**config.mk**
```make
export PLATFORM = sky130hd
export DESIGN_NAME = trap_return_unit
export DESIGN_NICKNAME = d
export VERILOG_FILES = /design/src/rtl/trp_pkg.sv /design/src/rtl/trp_sret_path.sv /design/src/rtl/trp_mret_path.sv /design/src/rtl/trp_commit.sv /design/src/rtl/trap_return_unit.sv
export SDC_FILE = /design/constraint.sdc
export NUM_CORES = 1
export LEC_CHECK = 0
export ABC_AREA = 1
export BUFFER_PORTS_ARGS = -buffer_cell sky130_fd_sc_hd__buf_4
export CORE_ASPECT_RATIO = 1.25
export CORE_MARGIN = 3
export CORE_UTILIZATION = 47
export CTS_CLUSTER_SIZE = 10
export DETAILED_ROUTE_END_ITERATION = 16
export PLACE_DENSITY = 0.86
export SKIP_CTS_REPAIR_TIMING = 1
export SLEW_MARGIN = 20
export SYNTH_ARGS = -nofsm -noshare
export SYNTH_HDL_FRONTEND = slang
export SYNTH_HIERARCHICAL = 1
export SYNTH_SLANG_ARGS = --single-unit
```
**constraint.sdc**
```tcl
create_clock -name clk -period 0.8 [get_ports clk]
set_clock_uncertainty 0.05 [all_clocks]
set_input_delay 0 -clock clk [delete_from_list [all_inputs] [get_ports clk]]
set_output_delay 0 -clock clk [all_outputs]
set_load 0.02 [all_outputs]
```
**src/rtl/trp_pkg.sv**
```systemverilog
package trp_pkg;
  localparam int PW = 2;
  localparam int MW = 10;
  localparam int HW = 3;
  localparam int IW = $clog2(MW);

  localparam logic [PW-1:0] PRV_U = 2'b00;
  localparam logic [PW-1:0] PRV_S = 2'b01;
  localparam logic [PW-1:0] PRV_M = 2'b11;

  // machine status word layout; enable bits 0..3 are ordered by privilege
  localparam int F_UEN  = 0;
  localparam int F_SEN  = 1;
  localparam int F_MEN  = 3;
  localparam int F_SPEN = 4;
  localparam int F_MPEN = 5;
  localparam int F_SPP  = 6;
  localparam int F_MPPL = 7;
  localparam int F_MPPH = 8;
  localparam int F_MPV  = 9;

  // hypervisor status word layout: two-level return stack
  localparam int H_PV1 = 0;
  localparam int H_PV2 = 1;
  localparam int H_PP2 = 2;

  typedef struct packed {
    logic [PW-1:0] priv;
    logic          virt;
    logic [MW-1:0] ms;
    logic [HW-1:0] hs;
    logic          swap;
  } ret_res_t;
endpackage

```
**src/rtl/trp_sret_path.sv**
```systemverilog
module trp_sret_path
  import trp_pkg::*;
(
  input  logic [PW-1:0] priv_i,
  input  logic          virt_i,
  input  logic          hyp_en_i,
  input  logic          new_spec_i,
  input  logic [MW-1:0] ms_i,
  input  logic [HW-1:0] hs_i,
  output ret_res_t      res_o,
  output logic          illegal_o
);
  logic [IW-1:0] en_idx;

  always_comb begin
    illegal_o  = (priv_i < PRV_S);
    res_o.ms   = ms_i;
    res_o.hs   = hs_i;
    res_o.virt = virt_i;
    res_o.swap = 1'b0;
    res_o.priv = {1'b0, ms_i[F_SPP]};
    en_idx     = new_spec_i ? IW'(F_SEN) : (IW'(F_UEN) + IW'(ms_i[F_SPP]));
    if (hyp_en_i && !virt_i) begin
      // pop the two-level stack
      res_o.virt        = hs_i[H_PV1];
      res_o.swap        = hs_i[H_PV1];
      res_o.hs[H_PV1]   = hs_i[H_PV2];
      res_o.ms[F_SPP]   = hs_i[H_PP2];
      res_o.hs[H_PV2]   = 1'b0;
      res_o.hs[H_PP2]   = 1'b0;
      res_o.ms[F_SEN]   = ms_i[F_SPEN];
      res_o.ms[F_SPEN]  = 1'b1;
    end else begin
      res_o.ms[en_idx]  = ms_i[F_SPEN];
      res_o.ms[F_SPEN]  = 1'b0;
      res_o.ms[F_SPP]   = 1'b0;
    end
  end
endmodule

```
**src/rtl/trp_mret_path.sv**
```systemverilog
module trp_mret_path
  import trp_pkg::*;
(
  input  logic          virt_i,
  input  logic          hyp_en_i,
  input  logic          new_spec_i,
  input  logic [MW-1:0] ms_i,
  input  logic [HW-1:0] hs_i,
  output ret_res_t      res_o
);
  logic [IW-1:0] en_idx;

  always_comb begin
    res_o.ms   = ms_i;
    res_o.hs   = hs_i;
    res_o.priv = ms_i[F_MPPH:F_MPPL];
    res_o.virt = hyp_en_i ? ms_i[F_MPV] : virt_i;
    res_o.swap = hyp_en_i & ms_i[F_MPV];
    en_idx     = new_spec_i ? IW'(F_MEN) : (IW'(F_UEN) + IW'(ms_i[F_MPPH:F_MPPL]));
    res_o.ms[en_idx]        = ms_i[F_MPEN];
    res_o.ms[F_MPEN]        = 1'b1;
    res_o.ms[F_MPPH:F_MPPL] = 2'b00;
    res_o.ms[F_MPV]         = 1'b0;
  end
endmodule

```
**src/rtl/trp_commit.sv**
```systemverilog
module trp_commit
  import trp_pkg::*;
(
  input  logic          clk,
  input  logic          rst,
  input  logic          sret_i,
  input  logic          mret_i,
  input  ret_res_t      sret_res_i,
  input  logic          sret_ill_i,
  input  ret_res_t      mret_res_i,
  output logic [PW-1:0] priv_o,
  output logic          virt_o,
  output logic [MW-1:0] ms_o,
  output logic [HW-1:0] hs_o,
  output logic          done_o,
  output logic          illegal_o,
  output logic          swap_o
);
  always_ff @(posedge clk) begin
    if (rst) begin
      priv_o    <= PRV_M;
      virt_o    <= 1'b0;
      ms_o      <= '0;
      hs_o      <= '0;
      done_o    <= 1'b0;
      illegal_o <= 1'b0;
      swap_o    <= 1'b0;
    end else begin
      done_o    <= 1'b0;
      illegal_o <= 1'b0;
      swap_o    <= 1'b0;
      if (mret_i) begin
        priv_o <= mret_res_i.priv;
        virt_o <= mret_res_i.virt;
        ms_o   <= mret_res_i.ms;
        hs_o   <= mret_res_i.hs;
        swap_o <= mret_res_i.swap;
        done_o <= 1'b1;
      end else if (sret_i) begin
        if (sret_ill_i) begin
          illegal_o <= 1'b1;
        end else begin
          priv_o <= sret_res_i.priv;
          virt_o <= sret_res_i.virt;
          ms_o   <= sret_res_i.ms;
          hs_o   <= sret_res_i.hs;
          swap_o <= sret_res_i.swap;
          done_o <= 1'b1;
        end
      end
    end
  end

  a_r2_illegal_holds: assert property (@(posedge clk) disable iff (rst)
    illegal_o |-> ($stable(priv_o) && $stable(virt_o) && $stable(ms_o) && $stable(hs_o)));

  a_r10_done_excl_illegal: assert property (@(posedge clk) disable iff (rst)
    !(done_o && illegal_o));

  a_r6_swap_enters_guest: assert property (@(posedge clk) disable iff (rst)
    swap_o |-> (done_o && virt_o));

  a_r8_mret_clears: assert property (@(posedge clk) disable iff (rst)
    (done_o && $past(mret_i)) |-> (ms_o[F_MPPH:F_MPPL] == 2'b00 && !ms_o[F_MPV] && ms_o[F_MPEN]));

  a_r12_idle_holds: assert property (@(posedge clk) disable iff (rst)
    (!$past(sret_i) && !$past(mret_i)) |->
      (!done_o && !swap_o && $stable(priv_o) && $stable(ms_o) && $stable(hs_o)));
endmodule

```
**src/rtl/trap_return_unit.sv**
```systemverilog
module trap_return_unit
  import trp_pkg::*;
(
  input  logic          clk,
  input  logic          rst,
  input  logic          sret_req_i,
  input  logic          mret_req_i,
  input  logic [1:0]    cur_priv_i,
  input  logic          cur_virt_i,
  input  logic          hyp_en_i,
  input  logic          new_spec_i,
  input  logic [9:0]    mstat_i,
  input  logic [2:0]    hstat_i,
  output logic [1:0]    priv_o,
  output logic          virt_o,
  output logic [9:0]    mstat_o,
  output logic [2:0]    hstat_o,
  output logic          done_o,
  output logic          illegal_o,
  output logic          swap_o
);
  ret_res_t s_res;
  ret_res_t m_res;
  logic     s_ill;

  trp_sret_path u_sret (
    .priv_i     (cur_priv_i),
    .virt_i     (cur_virt_i),
    .hyp_en_i   (hyp_en_i),
    .new_spec_i (new_spec_i),
    .ms_i       (mstat_i),
    .hs_i       (hstat_i),
    .res_o      (s_res),
    .illegal_o  (s_ill)
  );

  trp_mret_path u_mret (
    .virt_i     (cur_virt_i),
    .hyp_en_i   (hyp_en_i),
    .new_spec_i (new_spec_i),
    .ms_i       (mstat_i),
    .hs_i       (hstat_i),
    .res_o      (m_res)
  );

  trp_commit u_commit (
    .clk        (clk),
    .rst        (rst),
    .sret_i     (sret_req_i),
    .mret_i     (mret_req_i),
    .sret_res_i (s_res),
    .sret_ill_i (s_ill),
    .mret_res_i (m_res),
    .priv_o     (priv_o),
    .virt_o     (virt_o),
    .ms_o       (mstat_o),
    .hs_o       (hstat_o),
    .done_o     (done_o),
    .illegal_o  (illegal_o),
    .swap_o     (swap_o)
  );

  a_r4_hyp_stack_cleared: assert property (@(posedge clk) disable iff (rst)
    (done_o && $past(sret_req_i && !mret_req_i && hyp_en_i && !cur_virt_i)) |->
      (!hstat_o[H_PV2] && !hstat_o[H_PP2] && mstat_o[F_SPEN]));
endmodule

```
# Word level (Yosys, flattened, before mapping)
# Cells that the tools add are included.
[totals] output_inout_bits=19 wordCells=63 register_bits=19 input_bits=22
[op_classes] n_reduce_logical=9 n_bitwise=3 n_mux=37 eq_ne=1 order_cmp=5
[ops] op="two-way mux 7 bit" count=3
[ops] op="bitwise mux 10 bit" count=2
[ops] op="two-way mux 1 bit" count=20
[ops] op="two-way mux 3 bit" count=4
[ops] op="less-than comparator 4 x 5 -> 1 bit (second input constant)" count=2
[ops] op="two-way mux 2 bit" count=5
[ops] op="demux 1 bit (select 4 bit)" count=2
[ops] op=">= comparator 4 x 1 -> 1 bit (second input constant)" count=2
[ops] op="two-way mux 4 bit" count=1
[ops] op="AND reduction 2 bit" count=2
[ops] op="logical AND 1 bit" count=3
[ops] op="OR reduction 3 bit" count=1
[ops] op="less-than comparator 2 x 1 -> 1 bit (second input constant)" count=1
[ops] op="!= test 2 bit (second input constant)" count=1
[ops] op="inverter 1 bit" count=2
[ops] op="nonzero test 2 bit" count=1
[ops] op="OR reduction 2 bit" count=1
[ops] op="bitwise AND 1 bit" count=1
[ops] op="logical NOT 1 bit" count=1

# Depth between registers and ports, before layout
# Gate-level depths: netlist (run 1).
[logic_depth] ltp_word=10 mapped_depth=9 depth_no_buf=9

# Hierarchy
# Netlist (run 1), hierarchy kept.
[by_module_without_submodules] module="trp_commit" area_each_um2=1057.3 cells_each=166 seq_area_each_um2=380.4 instances=1
[by_module_without_submodules] module="trp_mret_path" area_each_um2=201.4 cells_each=40 seq_area_each_um2=0.0 instances=1
[by_module_without_submodules] module="trp_sret_path" area_each_um2=173.9 cells_each=31 seq_area_each_um2=0.0 instances=1

# Worst setup path after synthesis (run 1)
# OpenSTA, ideal clock, no wires.
[synth_timing] path_kind="input-to-reg" startpoint="in cur_priv_i[0]" endpoint="reg u_commit.ms_o[2]" t_arrival_ns=0.743 path_stages=7 setup_slack_ns=-0.105 setup_ns=0.112 required_time_ns=0.638 path_cell_list="nor2_1 inv_1 nand2_2 buf_4 nand3_1 nand2_1 nor2_2"
[synth_via] elab_chain_cells=3
[synth_rtl] item="start, declared" line="trap_return_unit.sv:8" rtl="input logic [1:0] cur_priv_i,"
[synth_rtl] item="less-than comparator 2 x 1 -> 1 bit" line="trp_sret_path.sv:16" rtl="illegal_o = (priv_i < PRV_S);"
[synth_rtl] item="!= test 2 bit (no line)"
[synth_rtl] item="AND reduction 2 bit (no line)"
[synth_rtl] item="end signal, assigned" line="trp_commit.sv:35" rtl="ms_o <= mret_res_i.ms;"
[synth_rtl] item="end signal, assigned" line="trp_commit.sv:45" rtl="ms_o <= sret_res_i.ms;"
[synth_rtl] item="end, declared" line="trp_commit.sv:13" rtl="output logic [MW-1:0] ms_o,"
# No other way between the ends.
# A chain may end at the register's enable or synchronous reset.

# Worst setup path in the final report (run 1)
[layout_timing] startpoint="reg u_commit.ms_o[0]" endpoint="out mstat_o[0]"
[layout_rtl] item="end, declared" line="trap_return_unit.sv:16" rtl="output logic [9:0] mstat_o,"
# No word-level cell between the ends.

==> results.tsv, run 1 <==
stage	metric	value	unit
worst_hold_path	worstHoldPathType	input pin to flop	
final_layout	finish.utilization	66.0	%
synth	synth.most_common_cell	nand2_1	
synth	syn_avg_cell_area	6.04	µm²
floorplanning	rows	21	
timing	setup_viol	5	
synth	synth.distinct_cells	22	
timing	finalSetupTns	-29.9	ps
global_route	grt_pass1_vias	1233	
final_layout	n_fill_cell	262	
placed_design	gp_congestion	0.830	
synth	async_reset_ff_share	0	%
global_route	grt_pass1_wl	4.77	mm
synth	synth_top_area_share	26.6	%
cts	clock_sinks	19	
synth	synthFlopType	dfxtp_1	
timing	finalMaxSlewViolations	0	
placed_design	numPortBuffers	40	
setup_path	path_delay_family	flip-flops	
routing	vias	1401	
cts	clk-insertion-delay-late	280	ps
setup_path	critPathRequiredTime	750	ps
routing	antenna_left	0	
timing	max_freq	1.22	GHz
synth	synthesis.area	0.00143	mm²
final_layout	layout-drive-gt1-share	37.3	%
floorplanning	die_y	67.7	µm
timing	min_period	816	ps
global_route	antenna_found_initial	0	
setup_path	worst-path-buf-inv	1	
cts	clockBufferDepth	2	
status	violations	hold timing, setup timing	
final_layout	syn2layout_area_growth	28.3	%
cts	clk_pin_slew	110	ps
floorplanning	start_util	51.4	%
global_route	grt_start_max_net_pins	20	
routing	wirelength	2.86	mm
floorplanning	io_pins	41	
global_route	grt_overflow	0	
routing	wl_per_cell	9.37	µm
cts	cts-root-buf	clkbuf_4	
synth	syn-instance-count	237	
routing	first_pass_iters	4	
timing	hold_viol_final	2	
synth	yosysWarningCount	6	
floorplanning	dieWidth	55.4	µm
synth	ys_top_cells_by_count	nand2_1, nand3_1, inv_1, nor2_1, buf_4	
timing	worst_slack	-16.5	ps
setup_path	crit_type	flop to output port	
run	max-cap-violations	0	
synth	synth_top_cell_by_area	dfxtp_1	
final_layout	layout.cells.non_filler	305	
floorplanning	die_area	0.00375	mm²
setup_path	worstSetupStartpointType	flop	
pwr	p_leak	1.00	nW
status	status	finished with violations	
placed_design	dpl.cell_count	297	
synth	ys_ff_latch	19	
cts	numCtsBuffers	3	
floorplanning	core_area	0.00279	mm²
timing	hold_ws	-12.1	ps
placed_design	hpwlAfterDp	2.21	mm
synth	seq_area_frac_synth	26.6	%
routing	drt-initial-drc-count	63	
setup_path	slowest_stage	dfxtp_2	
cts	htree_levels	1	
timing	rsz0062_at_grt	yes	
final_layout	n_antenna_cell	0	
routing	drt-vias-per-instance	4.59	
placed_design	place_area	0.00168	mm²
setup_path	cp_max_fo	2	
timing	fin_crit_sh	102	%
routing	drcViolationCount	0	
final_layout	final_cell_area	0.00184	mm²
pwr	vdd_ir_drop_max	658	µV
pwr	power	2.47	mW
setup_path	crit_arrival	770	ps
pwr	power_density	1340	mW/mm²
synth	synth_edf_count	0	
setup_path	critPathCaptureType	output port	
placed_design	dp_slack	-164	ps
cts	cts_tree	yes	
final_layout	nNetsFinal	294	
setup_path	crit_chain	buf_6	
global_route	track_usage	15.4	%
setup_path	cpPeakStageDelay	360	ps
synth	synth.area.top_cells	dfxtp_1, nand2_1, buf_4, nand3_1, nor2_2	
path summary, 6_finish.rpt:
kind | depth (start not counted) | start | end | slack (ps)
max reg2reg | 4 | u_commit/hs_o[0] | u_commit/hs_o[0] | 30
max | 1 | u_commit/ms_o[0] | mstat_o[0] | -20
min reg2reg | 4 | u_commit/ms_o[9] | u_commit/ms_o[9] | 500
min | 5 | mstat_i[9] | u_commit/ms_o[9] | -10
power by group:
group	switching (mW)	total, mW	internal (mW)
Combinational	0.476	0.905	0.429
Sequential	0.0494	1.09	1.04
Clock	0.278	0.472	0.194
Total	0.803	2.47	1.66
state kept, by name (all words and copies together) (netlist names):
register	flops
u_commit/virt_o	1
u_commit/priv_o	2
u_commit/swap_o	1
u_commit/done_o	1
u_commit/illegal_o	1
u_commit/hs_o	3
u_commit/ms_o	10
layer usage:
layer	vias to the layer above	global-route usage [%]	wire (µm)
li1	749	-	-
met1	602	17.1	1190
met2	48	30.0	1460
met3	2	1.15	181
met4	0	6.69	30
met5	-	0	0
kinds of logic after synthesis:
kind of cell / after synthesis / share of synthesized area (%)
compound gates: 6 / 2.10
flops: 19 / 26.5
other cells: 3 / 0.786
buf+inv: 55 / 23.0
simple gates: 154 / 47.6
layout make-up:
class | instances | area [µm²] | share of cell area (%)
tap | 34 | 42.5 | 2.31
inverter | 28 | 113 | 6.13
timing repair buffer | 55 | 514 | 28.0
clock buffer | 4 | 26.3 | 1.43
multi-input combinational | 165 | 738 | 40.2
sequential | 19 | 404 | 22.0
placed cells by master (no fill, tap or decap):
| cell | n |
|---|---|
| clkinv_1 | 1 |
| nor2_1 | 22 |
| o21ai_0 | 3 |
| clkbuf_4 | 3 |
| buf_12 | 2 |
| dlygate4sd3_1 | 2 |
| conb_1 | 5 |
| clkbuf_1 | 1 |
| buf_6 | 19 |
| inv_8 | 1 |
| dfxtp_2 | 19 |
| nand3_1 | 24 |
| o21ai_1 | 2 |
| nor2_4 | 2 |
| buf_4 | 32 |
| inv_1 | 23 |
| a21oi_1 | 1 |
| nor2_2 | 14 |
| nand2_2 | 3 |
| nor3_1 | 1 |
| nand2_4 | 3 |
| inv_2 | 3 |
| nand2_1 | 85 |
Power figures use the tool's default switching activity.
==> inputs of run 2 (changes only) <==
--- a/config.mk
+++ b/config.mk
@@ -9,10 +9,10 @@
 export BUFFER_PORTS_ARGS = -buffer_cell sky130_fd_sc_hd__buf_4
 export CORE_ASPECT_RATIO = 1.25
 export CORE_MARGIN = 3
-export CORE_UTILIZATION = 47
+export CORE_UTILIZATION = 25
 export CTS_CLUSTER_SIZE = 10
 export DETAILED_ROUTE_END_ITERATION = 16
-export PLACE_DENSITY = 0.86
+export PLACE_DENSITY = 0.56
 export SKIP_CTS_REPAIR_TIMING = 1
 export SLEW_MARGIN = 20
 export SYNTH_ARGS = -nofsm -noshare
==> results.tsv, run 2 (synthesis results as in run 1) <==
stage	metric	value	unit	change
cts	clk_pin_slew	80	ps	was 110 ps
cts	clockBufferDepth	2		unchanged
timing	finalMaxSlewViolations	0		unchanged
routing	wirelength	3.39	mm	was 2.86 mm
final_layout	reg.largest.list	u_commit/ms_o: 10 flops, u_commit/hs_o: 3 flops, u_commit/priv_o: 2 flops		unchanged
timing	hold_viol_final	0		was 2
setup_path	path_delay_family	flip-flops		unchanged
pwr	power_density	1430	mW/mm²	was 1340 mW/mm²
global_route	grt_pass1_wl	5.86	mm	was 4.77 mm
final_layout	nNetsFinal	295		was 294
timing	worst_slack	18.5	ps	was -16.5 ps
setup_path	critPathCaptureType	output port		unchanged
placed_design	numPortBuffers	40		unchanged
setup_path	cp_max_fo	2		unchanged
pwr	p_leak	1.01	nW	was 1.00 nW
floorplanning	die_y	90.6	µm	was 67.7 µm
timing	rsz0062_at_grt	yes		unchanged
global_route	grt_overflow	0		unchanged
timing	fin_crit_sh	97.7	%	was 102%
floorplanning	die_area	0.00668	mm²	was 0.00375 mm²
setup_path	crit_type	flop to output port		unchanged
final_layout	layout_common_cells	nand2_1, buf_4, nand3_1		unchanged
routing	wl_per_cell	10.1	µm	was 9.37 µm
setup_path	worstSetupStartpointType	flop		unchanged
timing	finalSetupTns	0	ps	was -29.9 ps
pwr	vdd_ir_drop_max	565	µV	was 658 µV
setup_path	crit_chain	buf_6		unchanged
global_route	antenna_found_initial	0		unchanged
cts	cts-root-buf	clkbuf_8		was clkbuf_4
floorplanning	rows	30		was 21
final_layout	largest_reg_flops	10		unchanged
placed_design	dp_slack	-106	ps	was -164 ps
floorplanning	io_pins	41		unchanged
cts	clock_sinks	19		unchanged
timing	min_period	781	ps	was 816 ps
final_layout	n_antenna_cell	0		unchanged
cts	numCtsBuffers	3		unchanged
timing	max_freq	1.28	GHz	was 1.22 GHz
setup_path	worst-path-buf-inv	1		unchanged
floorplanning	start_util	26.1	%	was 51.4%
placed_design	hpwlAfterDp	2.66	mm	was 2.21 mm
final_layout	syn2layout_area_growth	29.8	%	was 28.3%
cts	clk-insertion-delay-late	250	ps	was 280 ps
final_layout	layout-drive-gt1-share	34.6	%	was 37.3%
setup_path	slowest_stage	dfxtp_1		was dfxtp_2
final_layout	layout_commonest_cell	nand2_1		unchanged
run	max-cap-violations	0		unchanged
global_route	grt_start_max_net_pins	18		was 20
worst_hold_path	worstHoldPathType	input pin to flop		unchanged
routing	drt-initial-drc-count	54		was 63
routing	drt-vias-per-instance	4.03		was 4.59
cts	htree_levels	1		unchanged
routing	vias	1354		was 1401
floorplanning	dieWidth	73.7	µm	was 55.4 µm
floorplanning	core_area	0.00548	mm²	was 0.00279 mm²
cts	cts_tree	yes		unchanged
pwr	power	2.65	mW	was 2.47 mW
status	status	complete, no violations		was finished with violations
routing	first_pass_iters	4		unchanged
timing	setup_viol	0		was 5
final_layout	largest-register	u_commit/ms_o		unchanged
placed_design	gp_congestion	0.773		was 0.830
routing	drcViolationCount	0		unchanged
setup_path	cpPeakStageDelay	350	ps	was 360 ps
global_route	track_usage	10.8	%	was 15.4%
setup_path	critPathRequiredTime	750	ps	about the same
setup_path	crit_arrival	730	ps	was 770 ps
global_route	grt_pass1_vias	1283		was 1233
routing	antenna_left	0		unchanged
timing	hold_ws	40.9	ps	was -12.1 ps
## run 2: per-layer routing
layer	GRT usage, %	up-vias	part of all wire (%)
met3	1.00	2	3.9
met2	18.6	22	51
met1	13.6	571	44
met4	4.08	0	1.2
met5	0	-	0
li1	-	759	-
## run 2: cell type report
class                           count  area (µm²)
Inverter                           28         113
Tap cell                           64        80.1
Timing Repair Buffer               56         489
Sequential cell                    19         394
Fill cell                         614        3620
Clock buffer                        4        45.0
Multi-Input combinational cell    165         738
## run 2: power breakdown
group / switching [mW] / internal [mW] / leakage (nW)
Combinational: 0.481 / 0.410 / 0.824
Clock: 0.327 / 0.354 / 0.0228
Sequential: 0.0463 / 1.03 / 0.160
Total: 0.854 / 1.80 / 1.01
## run 2: worst reg2reg max path: stages, from the launching register on
cell and delay [ps]:
dfxtp_2 350, inv_1 40, nand3_1 70, nand2_1 50
nor2_1 80
## run 2: through the flow
| stage | cells | instance area [µm²] | util (%) |
|---|---|---|---|
| 2_1_floorplan | 239 | 1450 | - |
| 3_3_place_gp | 330 | 1750 | 32.0 |
| 3_5_place_dp | 330 | 1750 | 32.0 |
| 4_1_cts | 334 | 1800 | 32.8 |
| 5_1_grt | 336 | 1860 | 33.9 |
| 6_report | 336 | 1860 | 33.9 |
## run 2: worst paths after layout
kind,start,end,slack (ps),cells past startpoint
setup / recovery,u_commit/ms_o[3],mstat_o[3],20,1
hold / removal,mstat_i[3],u_commit/ms_o[3],40,5
setup reg to reg,u_commit/ms_o[0],u_commit/ms_o[0],90,4
hold reg to reg,u_commit/priv_o[0],u_commit/priv_o[0],440,2
